==> config.mk <==
export PLATFORM = sky130hd
export DESIGN_NAME = dma_addr_gen
export DESIGN_NICKNAME = d
export VERILOG_FILES = /design/src/rtl/dag_pkg.sv /design/src/rtl/dag_piece.sv /design/src/rtl/dag_next.sv /design/src/rtl/dma_addr_gen.sv
export SDC_FILE = /design/constraint.sdc
export NUM_CORES = 1
export LEC_CHECK = 0
export ABC_AREA = 1
export ABC_CLOCK_PERIOD_IN_PS = 3110
export BUFFER_PORTS_ARGS = -buffer_cell sky130_fd_sc_hd__buf_4
export CAP_MARGIN = 0
export CORE_MARGIN = 2
export CORE_UTILIZATION = 30
export CTS_BUF_LIST = sky130_fd_sc_hd__clkbuf_2
export DETAILED_ROUTE_END_ITERATION = 6
export HOLD_SLACK_MARGIN = 0.15
export PLACE_DENSITY = 0.45
export REMOVE_ABC_BUFFERS = 1
export SKIP_CTS_REPAIR_TIMING = 1
export SYNTH_ARGS = -nofsm -noshare
export SYNTH_HDL_FRONTEND = slang
export SYNTH_SLANG_ARGS = --single-unit
==> constraint.sdc <==
create_clock -name clk_i -period 3.11 [get_ports clk_i]
set_input_delay 0.311 -clock clk_i [delete_from_list [all_inputs] [get_ports clk_i]]
set_output_delay 0.311 -clock clk_i [all_outputs]
set_load 0.02 [all_outputs]
==> src/rtl/dag_pkg.sv <==
package dag_pkg;
  typedef enum logic [1:0] {
    UPD_FIX = 2'b00,
    UPD_OFS = 2'b01,
    UPD_INC = 2'b10,
    UPD_DEC = 2'b11
  } upd_e;

  function automatic logic [2:0] size_bytes(input logic [1:0] code);
    case (code)
      2'b00:   return 3'd1;
      2'b01:   return 3'd2;
      default: return 3'd4;
    endcase
  endfunction

  function automatic logic [1:0] bytes_code(input logic [2:0] nb);
    case (nb)
      3'd1:    return 2'b00;
      3'd2:    return 2'b01;
      default: return 2'b10;
    endcase
  endfunction
endpackage

==> src/rtl/dag_piece.sv <==
// Picks the next aligned beat from a byte pointer and the bytes still to move.
// Going down, ptr_i is the exclusive upper end of the unsent range.
module dag_piece #(
  parameter int AW = 32
) (
  input  logic [AW-1:0] ptr_i,
  input  logic [2:0]    rem_i,
  input  logic          down_i,
  output logic [AW-1:0] addr_o,
  output logic [2:0]    nbytes_o
);
  always_comb begin
    if (rem_i >= 3'd4 && ptr_i[1:0] == 2'b00)  nbytes_o = 3'd4;
    else if (rem_i >= 3'd2 && !ptr_i[0])       nbytes_o = 3'd2;
    else                                       nbytes_o = 3'd1;
    addr_o = down_i ? ptr_i - AW'(nbytes_o) : ptr_i;
  end
endmodule

==> src/rtl/dag_next.sv <==
// Computes the post-transfer address: mode step, window wrap, block restore.
module dag_next
  import dag_pkg::*;
#(
  parameter int AW      = 32,
  parameter int EXTW    = 5,
  parameter int EXT_MAX = 23
) (
  input  logic [AW-1:0]   xs_i,
  input  logic [AW-1:0]   offset_i,
  input  logic [AW-1:0]   restore_addr_i,
  input  upd_e            mode_i,
  input  logic [2:0]      nbytes_i,
  input  logic            ext_en_i,
  input  logic [EXTW-1:0] ext_sz_i,
  input  logic            restore_i,
  output logic [AW-1:0]   nxt_o,
  output logic [AW-1:0]   mask_o
);
  logic [EXTW-1:0] k;
  logic [AW-1:0]   raw;

  always_comb begin
    if (ext_sz_i == '0)                    k = EXTW'(1);
    else if (ext_sz_i > EXTW'(EXT_MAX))    k = EXTW'(EXT_MAX);
    else                                   k = ext_sz_i;
  end

  for (genvar i = 0; i < AW; i++) begin : g_mask
    assign mask_o[i] = (int'(k) > i);
  end

  always_comb begin
    case (mode_i)
      UPD_OFS: raw = xs_i + offset_i;
      UPD_INC: raw = xs_i + AW'(nbytes_i);
      UPD_DEC: raw = xs_i - AW'(nbytes_i);
      default: raw = xs_i;
    endcase
    if (restore_i)     nxt_o = restore_addr_i;
    else if (ext_en_i) nxt_o = (xs_i & ~mask_o) | (raw & mask_o);
    else               nxt_o = raw;
  end
endmodule

==> src/rtl/dma_addr_gen.sv <==
module dma_addr_gen
  import dag_pkg::*;
#(
  parameter int AW      = 32,
  parameter int EXTW    = 5,
  parameter int EXT_MAX = 23
) (
  input  logic            clk_i,
  input  logic            rst_ni,
  input  logic            chan_en_i,
  input  logic            sw_we_i,
  input  logic [AW-1:0]   sw_wdata_i,
  output logic [AW-1:0]   sw_rdata_o,
  input  logic [1:0]      mode_i,
  input  logic [1:0]      size_i,
  input  logic [AW-1:0]   offset_i,
  input  logic            rpt_en_i,
  input  logic            blk_end_i,
  input  logic            ext_en_i,
  input  logic [EXTW-1:0] ext_sz_i,
  input  logic            start_i,
  input  logic            ack_i,
  output logic            beat_valid_o,
  output logic [AW-1:0]   addr_o,
  output logic [1:0]      beat_size_o,
  output logic            done_o
);
  logic          busy_q, down_q, done_q;
  logic [AW-1:0] cur_q, base_q, xs_q, ptr_q;
  logic [2:0]    rem_q, nb_q, pc_bytes, req_bytes;
  upd_e          mode_q, req_mode;
  logic [AW-1:0] pc_addr, nxt, ext_mask;
  logic          start_go, beat, last;

  assign req_bytes = size_bytes(size_i);
  assign req_mode  = upd_e'(mode_i);
  assign start_go  = start_i && !busy_q;
  assign beat      = busy_q && ack_i;
  assign last      = beat && (rem_q == pc_bytes);

  dag_piece #(.AW(AW)) u_piece (
    .ptr_i    (ptr_q),
    .rem_i    (rem_q),
    .down_i   (down_q),
    .addr_o   (pc_addr),
    .nbytes_o (pc_bytes)
  );

  dag_next #(.AW(AW), .EXTW(EXTW), .EXT_MAX(EXT_MAX)) u_next (
    .xs_i           (xs_q),
    .offset_i       (offset_i),
    .restore_addr_i (base_q),
    .mode_i         (mode_q),
    .nbytes_i       (nb_q),
    .ext_en_i       (ext_en_i),
    .ext_sz_i       (ext_sz_i),
    .restore_i      (rpt_en_i && blk_end_i),
    .nxt_o          (nxt),
    .mask_o         (ext_mask)
  );

  always_ff @(posedge clk_i or negedge rst_ni) begin
    if (!rst_ni) begin
      busy_q <= 1'b0;
      down_q <= 1'b0;
      done_q <= 1'b0;
      cur_q  <= '0;
      base_q <= '0;
      xs_q   <= '0;
      ptr_q  <= '0;
      rem_q  <= '0;
      nb_q   <= '0;
      mode_q <= UPD_FIX;
    end else begin
      done_q <= last;
      if (start_go) begin
        busy_q <= 1'b1;
        xs_q   <= cur_q;
        mode_q <= req_mode;
        nb_q   <= req_bytes;
        rem_q  <= req_bytes;
        down_q <= (req_mode == UPD_DEC);
        // going down, the pointer starts at the exclusive top of the transfer
        ptr_q  <= (req_mode == UPD_DEC) ? cur_q + AW'(req_bytes) : cur_q;
      end else if (beat) begin
        ptr_q <= down_q ? ptr_q - AW'(pc_bytes) : ptr_q + AW'(pc_bytes);
        rem_q <= rem_q - pc_bytes;
        if (last) begin
          busy_q <= 1'b0;
          cur_q  <= nxt;
        end
      end else if (sw_we_i && !chan_en_i && !busy_q) begin
        cur_q  <= sw_wdata_i;
        base_q <= sw_wdata_i;
      end
    end
  end

  assign sw_rdata_o   = cur_q;
  assign beat_valid_o = busy_q;
  assign addr_o       = pc_addr;
  assign beat_size_o  = bytes_code(pc_bytes);
  assign done_o       = done_q;

  p_wr_ignored_r2: assert property (@(posedge clk_i) disable iff (!rst_ni)
    (sw_we_i && chan_en_i && !busy_q) |=> $stable(cur_q));

  p_hold_on_stall_r5: assert property (@(posedge clk_i) disable iff (!rst_ni)
    (busy_q && !ack_i) |=> ($stable(cur_q) && $stable(addr_o)));

  p_beat_code_r6: assert property (@(posedge clk_i) disable iff (!rst_ni)
    busy_q |-> (beat_size_o != 2'b11));

  p_beat_aligned_r6: assert property (@(posedge clk_i) disable iff (!rst_ni)
    busy_q |-> ((beat_size_o == 2'b00) ||
                (beat_size_o == 2'b01 && !addr_o[0]) ||
                (beat_size_o == 2'b10 && addr_o[1:0] == 2'b00)));

  p_done_pulse_r8: assert property (@(posedge clk_i) disable iff (!rst_ni)
    done_o |=> !done_o);

  p_upper_fixed_r10: assert property (@(posedge clk_i) disable iff (!rst_ni)
    (last && ext_en_i && !(rpt_en_i && blk_end_i)) |=>
      (((cur_q ^ $past(xs_q)) & ~$past(ext_mask)) == '0));

  p_idle_ack_r11: assert property (@(posedge clk_i) disable iff (!rst_ni)
    (!busy_q && ack_i && !sw_we_i) |=> $stable(cur_q));
endmodule

* Word level (Yosys, flattened, before mapping) *
Index checks and enable logic that the tools add are counted.

word-level totals
  input port bits = 82
  register bits after elaboration = 139
  output and inout port bits = 68
  word-level logic and storage cells = 108

cells by class
  order comparisons = 34
  bitwise gates (word level) = 6
  $add $sub $neg = 7
  muxes and demuxes = 22
  eq/ne operators = 9
  reductions and logical operators = 20

operators with widths
  operator              number
  $mux W32              10
  $add A32 B3 Y32       3
  $pmux W32 S3          1
  $gt A5 B5 Y1 const B  16
  $sub A32 B3 Y32       2
  $gt A5 B4 Y1 const B  8
  $add A32 B32 Y32      1
  $and A32 B31 Y32      1
  $and A32 B32 Y32      1
  $not A31 Y32          1
  $or A32 B32 Y32       1
  $gt A5 B3 Y1 const B  4
  $gt A5 B1 Y1 const B  2
  $gt A5 B2 Y1 const B  2
  $mux W5               2
  $mux W3               3
  $logic_and A1 B1 Y1   8
  $eq A2 B2 Y1 const B  3
  $pmux W3 S2           1
  $reduce_and A3 Y1     2
  $reduce_bool A2 Y1    3
  $logic_not A5 Y1      1
  $eq A2 B1 Y1 const B  2
  $logic_not A2 Y1      2
  13 further kinds      18

* Depth between registers and ports, before layout *
  depth after elaboration = 11
  gate-level depth with buffers = 26
  depth with buffers taken out = 26

* Hierarchy *
Synthesis repeated with hierarchy kept, for this count alone.

unflattened totals
  cell total of the unflattened synthesis = 2407
  area, all modules = 14513.9 um^2

by module, submodules not included
  module        area each (um^2)  cells each  times used
  dma_addr_gen  9083.7            1312        1
  dag_next      4324.1            866         1
  dag_piece     1106.1            229         1

* Worst setup path before layout *
Ideal clock, no wire load.

  path type = register to output
  start point = register ptr_q[0]
  end point = output port addr_o[29]
  arrival time = 2.834 ns
  cell stages (with the launch flop) = 16
  slack = -0.035 ns
  path buffers = 0
  cell sequence = dfrtp_1 nor3_2 nor2_1 inv_1 ha_1 nand3_1 nand2_1 nor2_4 nand2_4 inv_2 nand2_4 nor2_2 nand3_1 a21oi_1 o21ai_1 o21ai_0

between the ends
  word-level cells in the longest chain between the ends = 6

RTL lines
  what                    line                text
  from (decl)             dma_addr_gen.sv:29  logic [AW-1:0] cur_q, base_q, xs_q, ptr_q;
  from (signal assigned)  dma_addr_gen.sv:84  ptr_q <= (req_mode == UPD_DEC) ? cur_q + AW'(req_bytes) : cur_q;
  from (signal assigned)  dma_addr_gen.sv:86  ptr_q <= down_q ? ptr_q - AW'(pc_bytes) : ptr_q + AW'(pc_bytes);
  $logic_not A1 Y1        dag_piece.sv:14     else if (rem_i >= 3'd2 && !ptr_i[0]) nbytes_o = 3'd2;
  $logic_and A1 B1 Y1     dag_piece.sv:14
  $mux W2                 dag_piece.sv:14
  $mux W3                 dag_piece.sv:13     if (rem_i >= 3'd4 && ptr_i[1:0] == 2'b00) nbytes_o = 3'd4;
  $sub A32 B3 Y32 *       dag_piece.sv:16     addr_o = down_i ? ptr_i - AW'(nbytes_o) : ptr_i;
  $mux W32 *              dag_piece.sv:16
  to (decl)               dma_addr_gen.sv:24  output logic [AW-1:0] addr_o,

Every way passes the cells marked *; elsewhere a longest branch is shown, timed or not.

* Worst setup path in the final report *
  start point = register ptr_q[1]
  end point = output port addr_o[26]

between the ends
  word-level cells in the longest chain between the ends = 5

RTL lines
  what                 line
  $logic_not A2 Y1     dag_piece.sv:13
  $logic_and A1 B1 Y1  dag_piece.sv:13
  $mux W3              dag_piece.sv:13
  $sub A32 B3 Y32 *    dag_piece.sv:16
  $mux W32 *           dag_piece.sv:16

Marked as above.

==> impl_results.md <==
* Core area at 42890 sq um
* Residual DRC at 0
* Clock tree from TritonCTS: built
* Fin Clk Skew at 0.06656 ns
* Sequential share of the synthesized area at 0.2681
* Worst vdd ir at 0.4128 mV
* Vias after detailed routing at 15.24k
* Area delta synth->final at 39.19%
* Share of layout cells above drive strength 1 at 0.2536
* ANT nets after route at 0
* F_max at 268.0 MHz
* Syn avg cell area at 6.247 sq um
* Failing checks: negative setup slack
* Arrival time worst endpoint at 3.42 ns
* Cell taking the most area after synthesis: dfrtp_1
* Post-synth EDFFs at 0
* Final RePlAce weighted congestion at 0.9195
* Critical path class: flop to output port
* Total congestion overflow at 0
* Clock root cell: clkbuf_2
* Num rows at 76
* Post-DP Area at 15980 sq um
* Power per Cell Area at 1130 nW/um^2
* Static leakage at 8.651 nW
* Worst Tran Pin Value at approximately 0.75 ns
* Worst R2R Path Depth at 21
* Initial Utilization at 0.3025
* Util after Layout at 0.4211
* Vias in the first global route at roughly 14k
* Synth top area cells: dfrtp_1 27%, nand2_1 17%, o21ai_0 7.4%
* Clk sinks at 139
* Primary FF master, synth: dfrtp_1
* Die area at 44930 sq um
* CP required at 2.80 ns
* Endpoints failing setup at 29
* Max-Cap Viols at 0
* Largest net degree at the start of global routing at 70
* TritonRoute pass-1 iters at 5
* Crit start category: flop
* Global-route wire length before repair at about 83000 um
* Setup TNS at -11.74 ns
* Simple-Gate Fraction of Synth Area at 0.3699
* Pins over their slew limit at 0
* Crit path from: ptr_q[1]$_DFFE_PN0N_
* Compound-Gate Fraction of Synth Area at 0.1789
* Worst-path fanout max at 5
* Max clock buf depth at 2
* WHS at 0.1709 ns
* Finished Layout Cells at 3070
* Adder-cell share of the synthesized area at 0.04860
* Drt via density at 4.964
* Final hold violations at 0
* Detailed placer's ending HPWL at 42070 um
* Netlist cell types at 59
* Clk Latency, worst-skew pair at between 0.8 and 0.9 ns
* R2R setup slack at 0.15 ns
* Yosys reg bits at between 100 and 150
* GRT Total Usage at 0.2411
* Yosys Warn Count at 0
* Cell Area, Synth at ~13000 sq um
* Final worst setup slack at -0.6219 ns
* CTS H-tree depth at 4
* Fraction of synthesized area in multiplexers at 0
* Die Ht at 212.0 um
* Max-slew headroom at 0.5026
* CTS clk-pin slew, worst paths at between 0.2 and 0.3 ns
* Width of the chip at 212.0 um
* Async S/R FF share, synth at 1.000
* Worst Setup End Kind: output port
* RSZ-0062 raised after global routing: true
* Design Area, Final at between 15000 and 20000 sq um
* Status: complete, but fails checks
* R2r endpoint: sw_rdata_o[20]$_DFFE_PN0P_
* Post-Route WL at between 50000 and 60000 um
* Critical path endpoint: addr_o[26]
* Tmin final at about 3.7 ns
* Fin crit share at 1.200
* Post-synth top area share at 0.2681
* Placed Instances at 2928
* Xor/xnor share of the synthesized area at 0.03983
* Routed WL per cell at 17.85 um
* Nets@finish at 2601
* Number of fill cells at 4630
* Initial antenna violation count at 1
* Largest family of logic cells by synthesized area: simple AND/OR/NAND/NOR gates
* Hold crit path type: input pin to flop
* Mapped Cells at 2077
* Number of CTS-inserted buffers at 17
* 1st-iter DRT viols at 1046
* Input/output buffers at 149
* RR Startpoint: mode_q[1]$_DFFE_PN0P_
* Io pins at 150
[through the flow]
stage / total power [mW] / setup slack, ns
after global placement: 16.84 / -0.6009
after CTS: 18.16 / -0.9425
after global routing: 22.19 / -0.8306
after floorplan: 10.89 / -1.393
after detailed placement: 16.90 / -0.5986
final: 20.41 / -0.6219
[area by class of cell]
class / count / area (sq um) / share of cell area
multi-input combinational: 1624 / 9036 / 0.5003
timing repair buffer: 447 / 3657 / 0.2025
sequential: 139 / 3480 / 0.1927
inverter: 242 / 908.4 / 0.05030
tap: 585 / 732.0 / 0.04053
clock inverter: 15 / 158.9 / 0.008799
clock buffer: 17 / 85.08 / 0.004711
antenna: 1 / 2.502 / 0.0001386
[logic make-up after synthesis]
group	count (synthesis)
simple gates	1098
compound gates	419
buf+inv	314
flops	139
xor+xnor	59
fa+ha+maj	48
[cells in the mapped netlist, drive strengths merged, types with 28 or more instances]
cell,instances
o21ai,206
ha,44
xor2,47
nand2,615
nor2,241
a21oi,137
nand3,137
dfrtp,139
nor3,50
inv,240
clkbuf,44
nand4,30
buf,28
[worst max-delay path: stages (launching register included)]
cell and delay, ns:
dfrtp_1 0.48, nor3_4 0.32, inv_2 0.08, ha_4 0.25, inv_2 0.10, nor2_4 0.05
nor2_4 0.14, nand4_1 0.20, nor2_4 0.23, nand4_1 0.14, or2_0 0.26, nand3_1 0.09
o21ai_1 0.08, buf_4 0.18
[routing by layer]
metal | global-route usage | wire length (um) | vias up
met5 | 0 | 0 | -
met2 | 0.4096 | 26270 | 351
li1 | - | - | 7630
met3 | 0.03026 | 2231 | 62
met1 | 0.3186 | 24980 | 7196
met4 | 0.07212 | 1317 | 0
[registers in the layout (all words and copies together) (netlist names)]
register      count
done_o            1
xs_q             32
mode_q            2
nb_q              3
down_q            1
beat_valid_o      1
base_q           32
ptr_q            32
sw_rdata_o       32
rem_q             3
[worst min path at each step]
stage	slack (ns)	startpoint	end	depth (start not counted)
finish	0.17	offset_i[31]	sw_rdata_o[31]$_DFFE_PN0P_	10
detailed placement	0.39	rst_ni	ptr_q[27]$_DFFE_PN0N_	1
global route	0.18	ext_sz_i[3]	sw_rdata_o[20]$_DFFE_PN0P_	9
floorplan	0.02	rst_ni	base_q[0]$_DFFE_PN0P_	0
global placement	0.38	rst_ni	ptr_q[28]$_DFFE_PN0N_	1
CTS	-0.62	rst_ni	ptr_q[27]$_DFFE_PN0N_	1
[cells in the final DEF (no fill, tap or decap), types with 40 or more instances in the layout]
cell type	n
nand2_1	567
buf_4	358
inv_1	220
nor2_1	192
o21ai_0	160
dfrtp_1	138
nand3_1	125
a21oi_1	109
dlygate4sd3_1	70
xor2_1	46
nand2_2	40
[power by group]
group          switching, mW  internal [mW]  total, mW  leakage (nW)
logic                   8.84           6.53       15.4          6.81
clock network          0.885          0.320       1.21         0.131
registers               1.20           2.63       3.83          1.71
total                   10.9           9.48       20.4          8.65
Note: power is estimated with default switching activity, not from simulation.
